**src/rtl/tw_pkg.sv**
```systemverilog
package tw_pkg;
  localparam int unsigned BYTE_W = 8;
  localparam int unsigned BIT_W  = $clog2(BYTE_W);
  localparam logic [BIT_W-1:0] LAST_BIT = BIT_W'(BYTE_W - 1);

  typedef enum logic [2:0] {
    ST_IDLE, ST_SETUP, ST_HIGH, ST_LOW, ST_HOLD, ST_FIN
  } tw_state_e;

  typedef enum logic [1:0] {
    SR_NOP, SR_LOAD, SR_TX, SR_RX
  } tw_sr_op_e;
endpackage

```
**src/rtl/tw_tick.sv**
```systemverilog
module tw_tick #(
  parameter int unsigned HALF_DIV = 4
) (
  input  logic clk_i,
  input  logic rst_ni,
  input  logic run_i,
  output logic tick_o
);
  localparam int unsigned CW = $clog2(HALF_DIV + 1);
  localparam logic [CW-1:0] TOP = CW'(HALF_DIV - 1);

  logic [CW-1:0] cnt_q;

  always_ff @(posedge clk_i or negedge rst_ni) begin
    if (!rst_ni)             cnt_q <= '0;
    else if (!run_i)         cnt_q <= '0;
    else if (cnt_q == TOP)   cnt_q <= '0;
    else                     cnt_q <= cnt_q + 1'b1;
  end

  assign tick_o = run_i && (cnt_q == TOP);

  generate
    if (HALF_DIV > 1) begin : g_gap

      tick_gap_chk: assert property (@(posedge clk_i) disable iff (!rst_ni)
        tick_o |=> !tick_o);
    end
  endgenerate
endmodule

```
**src/rtl/tw_shreg.sv**
```systemverilog
module tw_shreg
  import tw_pkg::*;
(
  input  logic              clk_i,
  input  logic              rst_ni,
  input  tw_sr_op_e         op_i,
  input  logic [BYTE_W-1:0] load_i,
  input  logic              ser_i,
  output logic [BYTE_W-1:0] q_o
);
  logic [BYTE_W-1:0] q_q;

  // LSB leaves first; received bits enter at the MSB and walk down
  always_ff @(posedge clk_i or negedge rst_ni) begin
    if (!rst_ni) q_q <= '0;
    else begin
      unique case (op_i)
        SR_LOAD: q_q <= load_i;
        SR_TX:   q_q <= {1'b0, q_q[BYTE_W-1:1]};
        SR_RX:   q_q <= {ser_i, q_q[BYTE_W-1:1]};
        default: q_q <= q_q;
      endcase
    end
  end

  assign q_o = q_q;
endmodule

```
**src/rtl/tw_ctrl.sv**
```systemverilog
module tw_ctrl
  import tw_pkg::*;
#(
  parameter int unsigned CNT_W = 4
) (
  input  logic              clk_i,
  input  logic              rst_ni,
  input  logic              start_i,
  input  logic [BYTE_W-1:0] cmd_i,
  input  logic [CNT_W-1:0]  count_i,
  input  logic [BYTE_W-1:0] wdata_i,
  input  logic              tick_i,
  output logic              run_o,
  output tw_sr_op_e         sr_op_o,
  output logic [BYTE_W-1:0] sr_load_o,
  output logic              wtake_o,
  output logic              rvalid_o,
  output logic              ce_o,
  output logic              sclk_o,
  output logic              oe_o,
  output logic              tx_act_o,
  output logic              busy_o,
  output logic              done_o
);
  tw_state_e        state_q;
  logic [BIT_W-1:0] bit_q;
  logic [CNT_W-1:0] left_q;
  logic             cmd_ph_q, rd_q, ce_q, sclk_q, oe_q, tx_q, rel_q;
  logic             wtake_q, rvalid_q;

  logic rx_ph, more_after, need_load, byte_end;

  assign rx_ph      = rd_q && !cmd_ph_q;
  assign more_after = cmd_ph_q ? (left_q != '0) : (left_q > CNT_W'(1));
  assign need_load  = !rd_q && more_after;
  assign byte_end   = (bit_q == LAST_BIT);

  always_comb begin
    sr_op_o   = SR_NOP;
    sr_load_o = wdata_i;
    if (state_q == ST_IDLE && start_i) begin
      sr_op_o   = SR_LOAD;
      sr_load_o = cmd_i;
    end else if (state_q == ST_HIGH && tick_i) begin
      if (rx_ph)          sr_op_o = SR_RX;
      else if (!byte_end) sr_op_o = SR_TX;
      else if (need_load) sr_op_o = SR_LOAD;
    end
  end

  always_ff @(posedge clk_i or negedge rst_ni) begin
    if (!rst_ni) begin
      state_q  <= ST_IDLE;
      bit_q    <= '0;
      left_q   <= '0;
      cmd_ph_q <= 1'b0;
      rd_q     <= 1'b0;
      ce_q     <= 1'b0;
      sclk_q   <= 1'b0;
      oe_q     <= 1'b0;
      tx_q     <= 1'b0;
      rel_q    <= 1'b0;
      wtake_q  <= 1'b0;
      rvalid_q <= 1'b0;
    end else begin
      wtake_q  <= 1'b0;
      rvalid_q <= 1'b0;
      rel_q    <= 1'b0;
      // line already parked low for one cycle, now let go
      if (rel_q) oe_q <= 1'b0;
      unique case (state_q)
        ST_IDLE: if (start_i) begin
          state_q  <= ST_SETUP;
          ce_q     <= 1'b1;
          oe_q     <= 1'b1;
          tx_q     <= 1'b1;
          cmd_ph_q <= 1'b1;
          rd_q     <= cmd_i[0];
          left_q   <= count_i;
          bit_q    <= '0;
        end
        ST_SETUP: if (tick_i) begin
          state_q <= ST_HIGH;
          sclk_q  <= 1'b1;
        end
        ST_HIGH: if (tick_i) begin
          sclk_q <= 1'b0;
          if (byte_end) begin
            bit_q    <= '0;
            cmd_ph_q <= 1'b0;
            if (!cmd_ph_q) left_q <= left_q - 1'b1;
            if (rx_ph) rvalid_q <= 1'b1;
            if (!more_after) begin
              state_q <= ST_HOLD;
              if (tx_q) begin
                tx_q  <= 1'b0;
                rel_q <= 1'b1;
              end
            end else begin
              state_q <= ST_LOW;
              if (cmd_ph_q && rd_q) begin
                tx_q  <= 1'b0;
                rel_q <= 1'b1;
              end
              if (need_load) wtake_q <= 1'b1;
            end
          end else begin
            bit_q   <= bit_q + 1'b1;
            state_q <= ST_LOW;
          end
        end
        ST_LOW: if (tick_i) begin
          state_q <= ST_HIGH;
          sclk_q  <= 1'b1;
        end
        ST_HOLD: if (tick_i) begin
          state_q <= ST_FIN;
          ce_q    <= 1'b0;
        end
        ST_FIN:  state_q <= ST_IDLE;
        default: state_q <= ST_IDLE;
      endcase
    end
  end

  assign run_o    = (state_q != ST_IDLE) && (state_q != ST_FIN);
  assign wtake_o  = wtake_q;
  assign rvalid_o = rvalid_q;
  assign ce_o     = ce_q;
  assign sclk_o   = sclk_q;
  assign oe_o     = oe_q;
  assign tx_act_o = tx_q;
  assign busy_o   = (state_q != ST_IDLE);
  assign done_o   = (state_q == ST_FIN);


  sclk_in_frame_chk: assert property (@(posedge clk_i) disable iff (!rst_ni)
    sclk_q |-> ce_q);

  rx_no_drive_chk: assert property (@(posedge clk_i) disable iff (!rst_ni)
    ($rose(sclk_q) && rx_ph) |-> !oe_q);

  done_single_chk: assert property (@(posedge clk_i) disable iff (!rst_ni)
    done_o |=> !done_o);

  done_after_ce_chk: assert property (@(posedge clk_i) disable iff (!rst_ni)
    done_o |-> (!ce_q && $past(ce_q)));

  busy_start_ignored_chk: assert property (@(posedge clk_i) disable iff (!rst_ni)
    (busy_o && start_i) |=> ($stable(rd_q) && busy_o));
endmodule

```
**src/rtl/tw_master.sv**
```systemverilog
module tw_master
  import tw_pkg::*;
#(
  parameter int unsigned HALF_DIV = 4,
  parameter int unsigned CNT_W    = 4
) (
  input  logic              clk_i,
  input  logic              rst_ni,
  input  logic              start_i,
  input  logic [BYTE_W-1:0] cmd_i,
  input  logic [CNT_W-1:0]  count_i,
  input  logic [BYTE_W-1:0] wdata_i,
  output logic              wtake_o,
  output logic [BYTE_W-1:0] rdata_o,
  output logic              rvalid_o,
  output logic              busy_o,
  output logic              done_o,
  output logic              ce_o,
  output logic              sclk_o,
  output logic              dout_o,
  output logic              doe_o,
  input  logic              din_i
);
  logic              tick, run, tx_act;
  tw_sr_op_e         sr_op;
  logic [BYTE_W-1:0] sr_load, sr_q;

  tw_tick #(.HALF_DIV(HALF_DIV)) u_tick (
    .clk_i  (clk_i),
    .rst_ni (rst_ni),
    .run_i  (run),
    .tick_o (tick)
  );

  tw_ctrl #(.CNT_W(CNT_W)) u_ctrl (
    .clk_i     (clk_i),
    .rst_ni    (rst_ni),
    .start_i   (start_i),
    .cmd_i     (cmd_i),
    .count_i   (count_i),
    .wdata_i   (wdata_i),
    .tick_i    (tick),
    .run_o     (run),
    .sr_op_o   (sr_op),
    .sr_load_o (sr_load),
    .wtake_o   (wtake_o),
    .rvalid_o  (rvalid_o),
    .ce_o      (ce_o),
    .sclk_o    (sclk_o),
    .oe_o      (doe_o),
    .tx_act_o  (tx_act),
    .busy_o    (busy_o),
    .done_o    (done_o)
  );

  tw_shreg u_shreg (
    .clk_i  (clk_i),
    .rst_ni (rst_ni),
    .op_i   (sr_op),
    .load_i (sr_load),
    .ser_i  (din_i),
    .q_o    (sr_q)
  );

  assign dout_o  = tx_act & sr_q[0];
  assign rdata_o = sr_q;


  dout_hold_chk: assert property (@(posedge clk_i) disable iff (!rst_ni)
    (sclk_o && $past(sclk_o)) |-> $stable(dout_o));

  release_low_chk: assert property (@(posedge clk_i) disable iff (!rst_ni)
    $fell(doe_o) |-> !$past(dout_o));
endmodule

```
**config.mk**
```make
export PLATFORM = sky130hd
export DESIGN_NAME = tw_master
export DESIGN_NICKNAME = d
export VERILOG_FILES = /design/src/rtl/tw_pkg.sv /design/src/rtl/tw_tick.sv /design/src/rtl/tw_shreg.sv /design/src/rtl/tw_ctrl.sv /design/src/rtl/tw_master.sv
export SDC_FILE = /design/constraint.sdc
export NUM_CORES = 1
export LEC_CHECK = 0
export BUFFER_PORTS_ARGS = -buffer_cell sky130_fd_sc_hd__buf_4
export CAP_MARGIN = 20
export CORE_ASPECT_RATIO = 1.2
export CORE_MARGIN = 8
export CORE_UTILIZATION = 48
export DETAILED_ROUTE_END_ITERATION = 12
export PLACE_DENSITY = 0.75
export SETUP_SLACK_MARGIN = 0.5
export SLEW_MARGIN = 20
export SYNTH_ARGS = -nofsm -noshare
export SYNTH_HDL_FRONTEND = slang
export SYNTH_SLANG_ARGS = --single-unit
```
**constraint.sdc**
```tcl
create_clock -name clk_i -period 2.1 [get_ports clk_i]
set_input_delay 0.105 -clock clk_i [delete_from_list [all_inputs] [get_ports clk_i]]
set_output_delay 0.105 -clock clk_i [all_outputs]
set_load 0.01 [all_outputs]
```
## Word-level counts from Yosys, hierarchy flattened

Cells that the tools add are included.

- Register bits: 30
- Bits of input ports: 24
- Output and inout bits: 16
- Logic and storage cells: 119

- Add/subtract/negate cells: 3
- $lt $le $gt $ge: 1
- Equal/unequal tests: 18
- Muxes and demuxes: 57
- Bitwise operators: 1
- Reduce and logical (&&, ||, !) cells: 25

Operators with widths:

| operator | count |
|---|---|
| two-way mux 3 bit | 11 |
| two-way mux 1 bit | 29 |
| case mux 8 bit (3 select lines) | 1 |
| two-way mux 4 bit | 4 |
| case mux 3 bit (4 select lines) | 1 |
| AND reduction 5 bit | 2 |
| == test 3 x 2 -> 1 bit, second input constant | 3 |
| == test 3 bit, second input constant | 3 |
| AND reduction 3 bit | 3 |
| two-way mux 2 bit | 4 |
| two-way mux 8 bit | 1 |
| inequality test 2 x 1 -> 1 bit, second input constant | 4 |
| case mux 1 bit (2 select lines) | 4 |
| case mux 4 bit (2 select lines) | 1 |
| AND reduction 4 bit | 2 |
| logical AND 1 bit | 7 |
| adder 3 x 1 -> 3 bit, second input constant | 2 |
| inequality test 3 bit, second input constant | 2 |
| case mux 3 bit (2 select lines) | 1 |
| nonzero test 2 bit | 3 |
| nonzero test 3 bit | 2 |
| == test 2 bit, second input constant | 2 |
| > comparator 4 x 1 -> 1 bit, second input constant | 1 |
| inequality test 2 bit, second input constant | 2 |
| other kinds (9) | 10 |

## Longest topological paths before layout

- Depth after elaboration: 10
- Depth in mapped cells: 7
- Gate-level depth less buffers: 7

## By module

From an unflattened synthesis, not the netlist that was laid out.

- Cells, all modules: 185
- Area, all modules: 1681.6 sq um

By module, submodules not included:

| module | times used | cells each | area each (sq um) | sequential area each (sq um) |
|---|---|---|---|---|
| tw_ctrl | 1 | 139 | 1161.1 | 475.5 |
| tw_shreg | 1 | 34 | 379.1 | 200.2 |
| tw_tick | 1 | 11 | 135.1 | 75.1 |
| tw_master | 1 | 1 | 6.3 | 0.0 |

## Worst setup path before layout

Ideal clock, no wire load.

- Kind: reg-to-reg
- From: register u_ctrl.bit_q[0]
- To: register u_shreg.q_q[6] (netlist: u_shreg.q_o[6])
- Arrival time: 2.156 ns
- Required time: 1.972 ns
- Slack: -0.184 ns
- Cell stages (with the launch flop): 8
- Buffers on the path: 1
- Period minus slack after synthesis: 2.284 ns
- Cells stage by stage: dfrtp_1 -> ha_1 -> ha_1 -> or3_2 -> clkbuf_4 -> o31ai_4 -> mux2_1 -> mux2_1

- Longest elaborated chain between the ends: 7
- Elaborated cells on any way between the ends: 10
- Those cells by class: 4 x eq/ne; 5 x mux; 1 x reduce/logical

Ends and longest elaborated chain:

| item | RTL line | source |
|---|---|---|
| start: declaration | tw_ctrl.sv:26 | `logic [BIT_W-1:0] bit_q;` |
| start signal: assignment | tw_ctrl.sv:108 | `bit_q <= bit_q + 1'b1;` |
| == test 3 bit (*) | tw_ctrl.sv:36 | `assign byte_end = (bit_q == LAST_BIT);` |
| two-way mux 2 bit (*) | tw_ctrl.sv:46 | `else if (!byte_end) sr_op_o = SR_TX;` |
| two-way mux 2 bit (*) | tw_ctrl.sv:45 | `if (rx_ph) sr_op_o = SR_RX;` |
| two-way mux 2 bit (*) | tw_ctrl.sv:44 | `end else if (state_q == ST_HIGH && tick_i) begin` |
| two-way mux 2 bit (*) | tw_ctrl.sv:41 | `if (state_q == ST_IDLE && start_i) begin` |
| == test 2 bit or == test 2 x 1 -> 1 bit (tied branches) | tw_shreg.sv:17 | `unique case (op_i)` |
| case mux 8 bit (3 select lines) or nonzero test 3 bit (tied branches) | - |  |
| end signal: assignment | tw_shreg.sv:18 | `SR_LOAD: q_q <= load_i;` |
| end signal: assignment | tw_shreg.sv:19 | `SR_TX: q_q <= {1'b0, q_q[BYTE_W-1:1]};` |
| end signal: assignment | tw_shreg.sv:20 | `SR_RX: q_q <= {ser_i, q_q[BYTE_W-1:1]};` |
| end: declaration | tw_shreg.sv:11 | `logic [BYTE_W-1:0] q_q;` |

Mark *: on every way between the ends. The rest lies on a longest branch, timed or not.
A chain may end at the register's enable or synchronous reset.

## Worst setup path after layout

- From: register u_ctrl.bit_q[1]
- To: register u_shreg.q_q[4] (netlist: u_shreg.q_o[4])

The elaborated chain is that of the path after synthesis.

==> summary.md <==
| Metric | Value |
|---|---|
| Post-synthesis register bit count | 30 |
| Clock tree buffer depth | 2 |
| RSZ-0062 raised after global routing | true |
| Root Driver | clkbuf_8 |
| Fin. Hold Viols | 0 |
| DP Area | approximately 2200 sq um |
| Leakage | between 1 and 1.5 nW |
| Detail Route Antenna Nets | 0 |
| Hold Startpoint | cmd_i[0] |
| Largest net degree at the start of global routing | 31 |
| Crit share post-route | 100% |
| Core area | around 3400 sq um |
| RR Endpoint | u_shreg.q_o[4] |
| Vias in the first global route | 1614 |
| Synth warnings | 0 |
| Post-Layout Cell Count | 275 |
| Vias | roughly 1500 |
| Pwr/cell area | 1610 nW/um^2 |
| Total die area | roughly 5700 sq um |
| GRT Total Usage | roughly 16% |
| Unique masters post-synth | 40 |
| Fraction of registers with async set/reset | 100% |
| # port buffers | 39 |
| CP arrival | about 2300 ps |
| Worst hold margin | slightly above 100 ps |
| Setup violators final | 1 |
| CTS HTree Levels | 2 |
| Final HPWL from detailed placement | roughly 3200 microns |
| Net count after synthesis | roughly 190 |
| EDFF count, synth | 0 |
| Register area share after synthesis | between 40% and 50% |
| Final min period | between 2000 and 2500 ps |
| Worst hold path class | input pin to flip-flop |
| VDD IR max | around 1500 uV |
| Hold Path Depth | 3 |
| Drt first pass iters | 4 |
| Worst-Skew Late Latency | just under 300 ps |
| CP required | 2260 ps |
| First-pass GRT wire length | 7570 microns |
| Final WL | between 5000 and 6000 microns |
| Status | finished, violations left |
| Slew @ Worst Pin | 388 ps |
| Top FF cell, synth | dfrtp_1 |
| DRC viols | 0 |
| Initial DRC Count | 86 |
| Synth Instances | between 150 and 200 |
| Layout Nets | around 270 |
| Placed cells | 244 |
| Fin area | 2630 sq um |
| PnR Total Power | about 4.2 mW |
| Commonest non-fill, non-tap cell in the layout | buf_4 |
| Via-to-Cell Ratio | roughly 5.6 |
| Syn avg cell area | between 10 and 15 sq um |
| Inserted Clock Buffers | 5 |
| Initial antenna violation count | 0 |
| CTS sink cnt | 30 |
| Crit Path Max Fanout | 4 |
| WL/cell | roughly 18 microns |
| Max Cap Viol | 0 |
| Antenna cells | 0 |
| CP endpoint kind | flip-flop |
| Share of layout cells above drive strength 1 | 57.6% |
| Failing checks | setup timing |
| Register clock-pin slew on the reported worst setup and hold paths | ~70 ps |
| Final worst setup slack | -0.940 ps |
| CTS tree | built |
| Initial cell density of the core | about half |
| Flop-to-flop setup slack | -0.9 ps |
| Cell Rows | 23 |
| R2R Path Start | u_ctrl.bit_q[1] |
| Die width | between 70 and 80 microns |
| Most frequent cells in the layout | buf_4 (64), dfrtp_1 (29), nand2_1 (14), mux2_4 (14), buf_6 (12) |
| Die Y | between 80 and 90 microns |
| Slew HR | between 70% and 80% |
| Layout area overhead | 55.1% |
| Critical path type | flip-flop to flip-flop |
| Gr ovfl total | 0 |
| Crit start category | flip-flop |
| Gpl congestion | 0.807 |
| Worst Hold Path EP | u_ctrl.rd_q |
| Final Max Slew Viols | 0 |
| Clock Skews | approximately 7.9 ps |
| Place WS | -54.7 ps |
| Fillers | ~200 |
| Fmax | 0.476 GHz |
| Cells on worst reg2reg path | 7 |
| Ports | 40 |
| Mapped Area | between 1500 and 2000 sq um |
[synthesized netlist by cell type, types with 2 or more instances]
library cell | instances | area [sq um]
dfrtp_1 | 30 | 751
nand2_1 | 17 | 63.8
mux2_1 | 14 | 158
o21ai_0 | 14 | 70.1
inv_1 | 9 | 33.8
mux2_2 | 7 | 78.8
ha_1 | 6 | 75.1
nand3_1 | 6 | 30.0
a21oi_1 | 5 | 25.0
nor2_1 | 5 | 18.8
nor3_1 | 4 | 20.0
mux2i_1 | 3 | 30.0
o31ai_1 | 3 | 22.5
a31oi_1 | 2 | 12.5
and2_1 | 2 | 12.5
and3_1 | 2 | 12.5
buf_6 | 2 | 22.5
nand2b_1 | 2 | 12.5
nor2b_1 | 2 | 12.5
o211ai_1 | 2 | 15.0
or2b_2 | 2 | 17.5
or3_2 | 2 | 15.0
[layer usage]
metal  GRT usage (%)  routed length, microns  up-vias
li1                -                       -      723
met1            17.1                    1920      740
met2            29.7                    2690       77
met3            5.72                     374        6
met4            6.44                      51        0
met5               0                       0        -
[report_power, final]
part           internal, mW  switching [mW]  leakage, nW
registers             0.811           0.219        0.358
logic                  1.45            1.16        0.838
clock network         0.354           0.231       0.0514
[logic make-up (layout without fill, tap and decap cells)]
kind of cell,after synthesis,count (layout),synth area share [%]
and+or+nand+nor,53,53,18.5
AOI/OAI and AO/OA,31,31,12.0
DFF,30,30,44.3
muxes,24,24,15.7
buffers and inverters,15,94,5.09
adders and majority gates,6,6,4.43
[how the worst max path moves through the flow]
stage	from	endpoint	slack, ps	depth (start not counted)
2_1_floorplan	u_ctrl.state_q[2]	u_shreg.q_o[0]	60	5
3_3_place_gp	u_tick.cnt_q[0]	u_shreg.q_o[0]	20	5
3_5_place_dp	u_tick.cnt_q[0]	u_shreg.q_o[4]	-50	5
4_1_cts	u_ctrl.bit_q[1]	u_shreg.q_o[4]	20	7
5_1_grt	u_ctrl.bit_q[1]	u_shreg.q_o[4]	-40	7
6_report	u_ctrl.bit_q[1]	u_shreg.q_o[4]	-0.9	7
[sequential cells by signal, summed over array words and instances (netlist names), 3 cells and up]
| signal | flops |
|---|---|
| u_ctrl.bit_q | 3 |
| u_ctrl.state_q | 3 |
| u_tick.cnt_q | 3 |
| u_shreg.q_o | 8 |
| u_ctrl.left_q | 4 |
[worst max-delay path, stage by stage, from the launching register on]
cell	delay, ps
dfrtp_1	420
ha_2	200
ha_4	170
or3_4	380
o31ai_4	80
buf_6	160
mux2_4	300
mux2_4	260
[final cells by class]
class                      count  area, sq um  share of cell area, %
sequential                    30          752                   28.6
clock inverter                 2         37.5                   1.43
tap                           37         46.3                   1.76
inverter                       9         33.8                   1.29
multi-input combinational    114         1060                   40.4
timing repair buffer          77          626                   23.8
clock buffer                   6         72.6                   2.76
[what timing repair did]
action / CTS / global route
pin swaps: 8 / 10
resized for setup: 23 / 25
hold buffers: 1 / 0
buffers inserted: 16 / 6
setup endpoints to repair: 19 / 22
hold endpoints to repair: 30 / 0
[metrics by stage]
stage | TNS [ps] | utilization [%]
detailed placement | -282 | 64.6
floorplan | 0 | -
global route | -206 | 78.1
finish | -0.940 | 78.1
CTS | 0 | 73.8
global placement | 0 | 64.6
(Power assumes the default switching activity.)
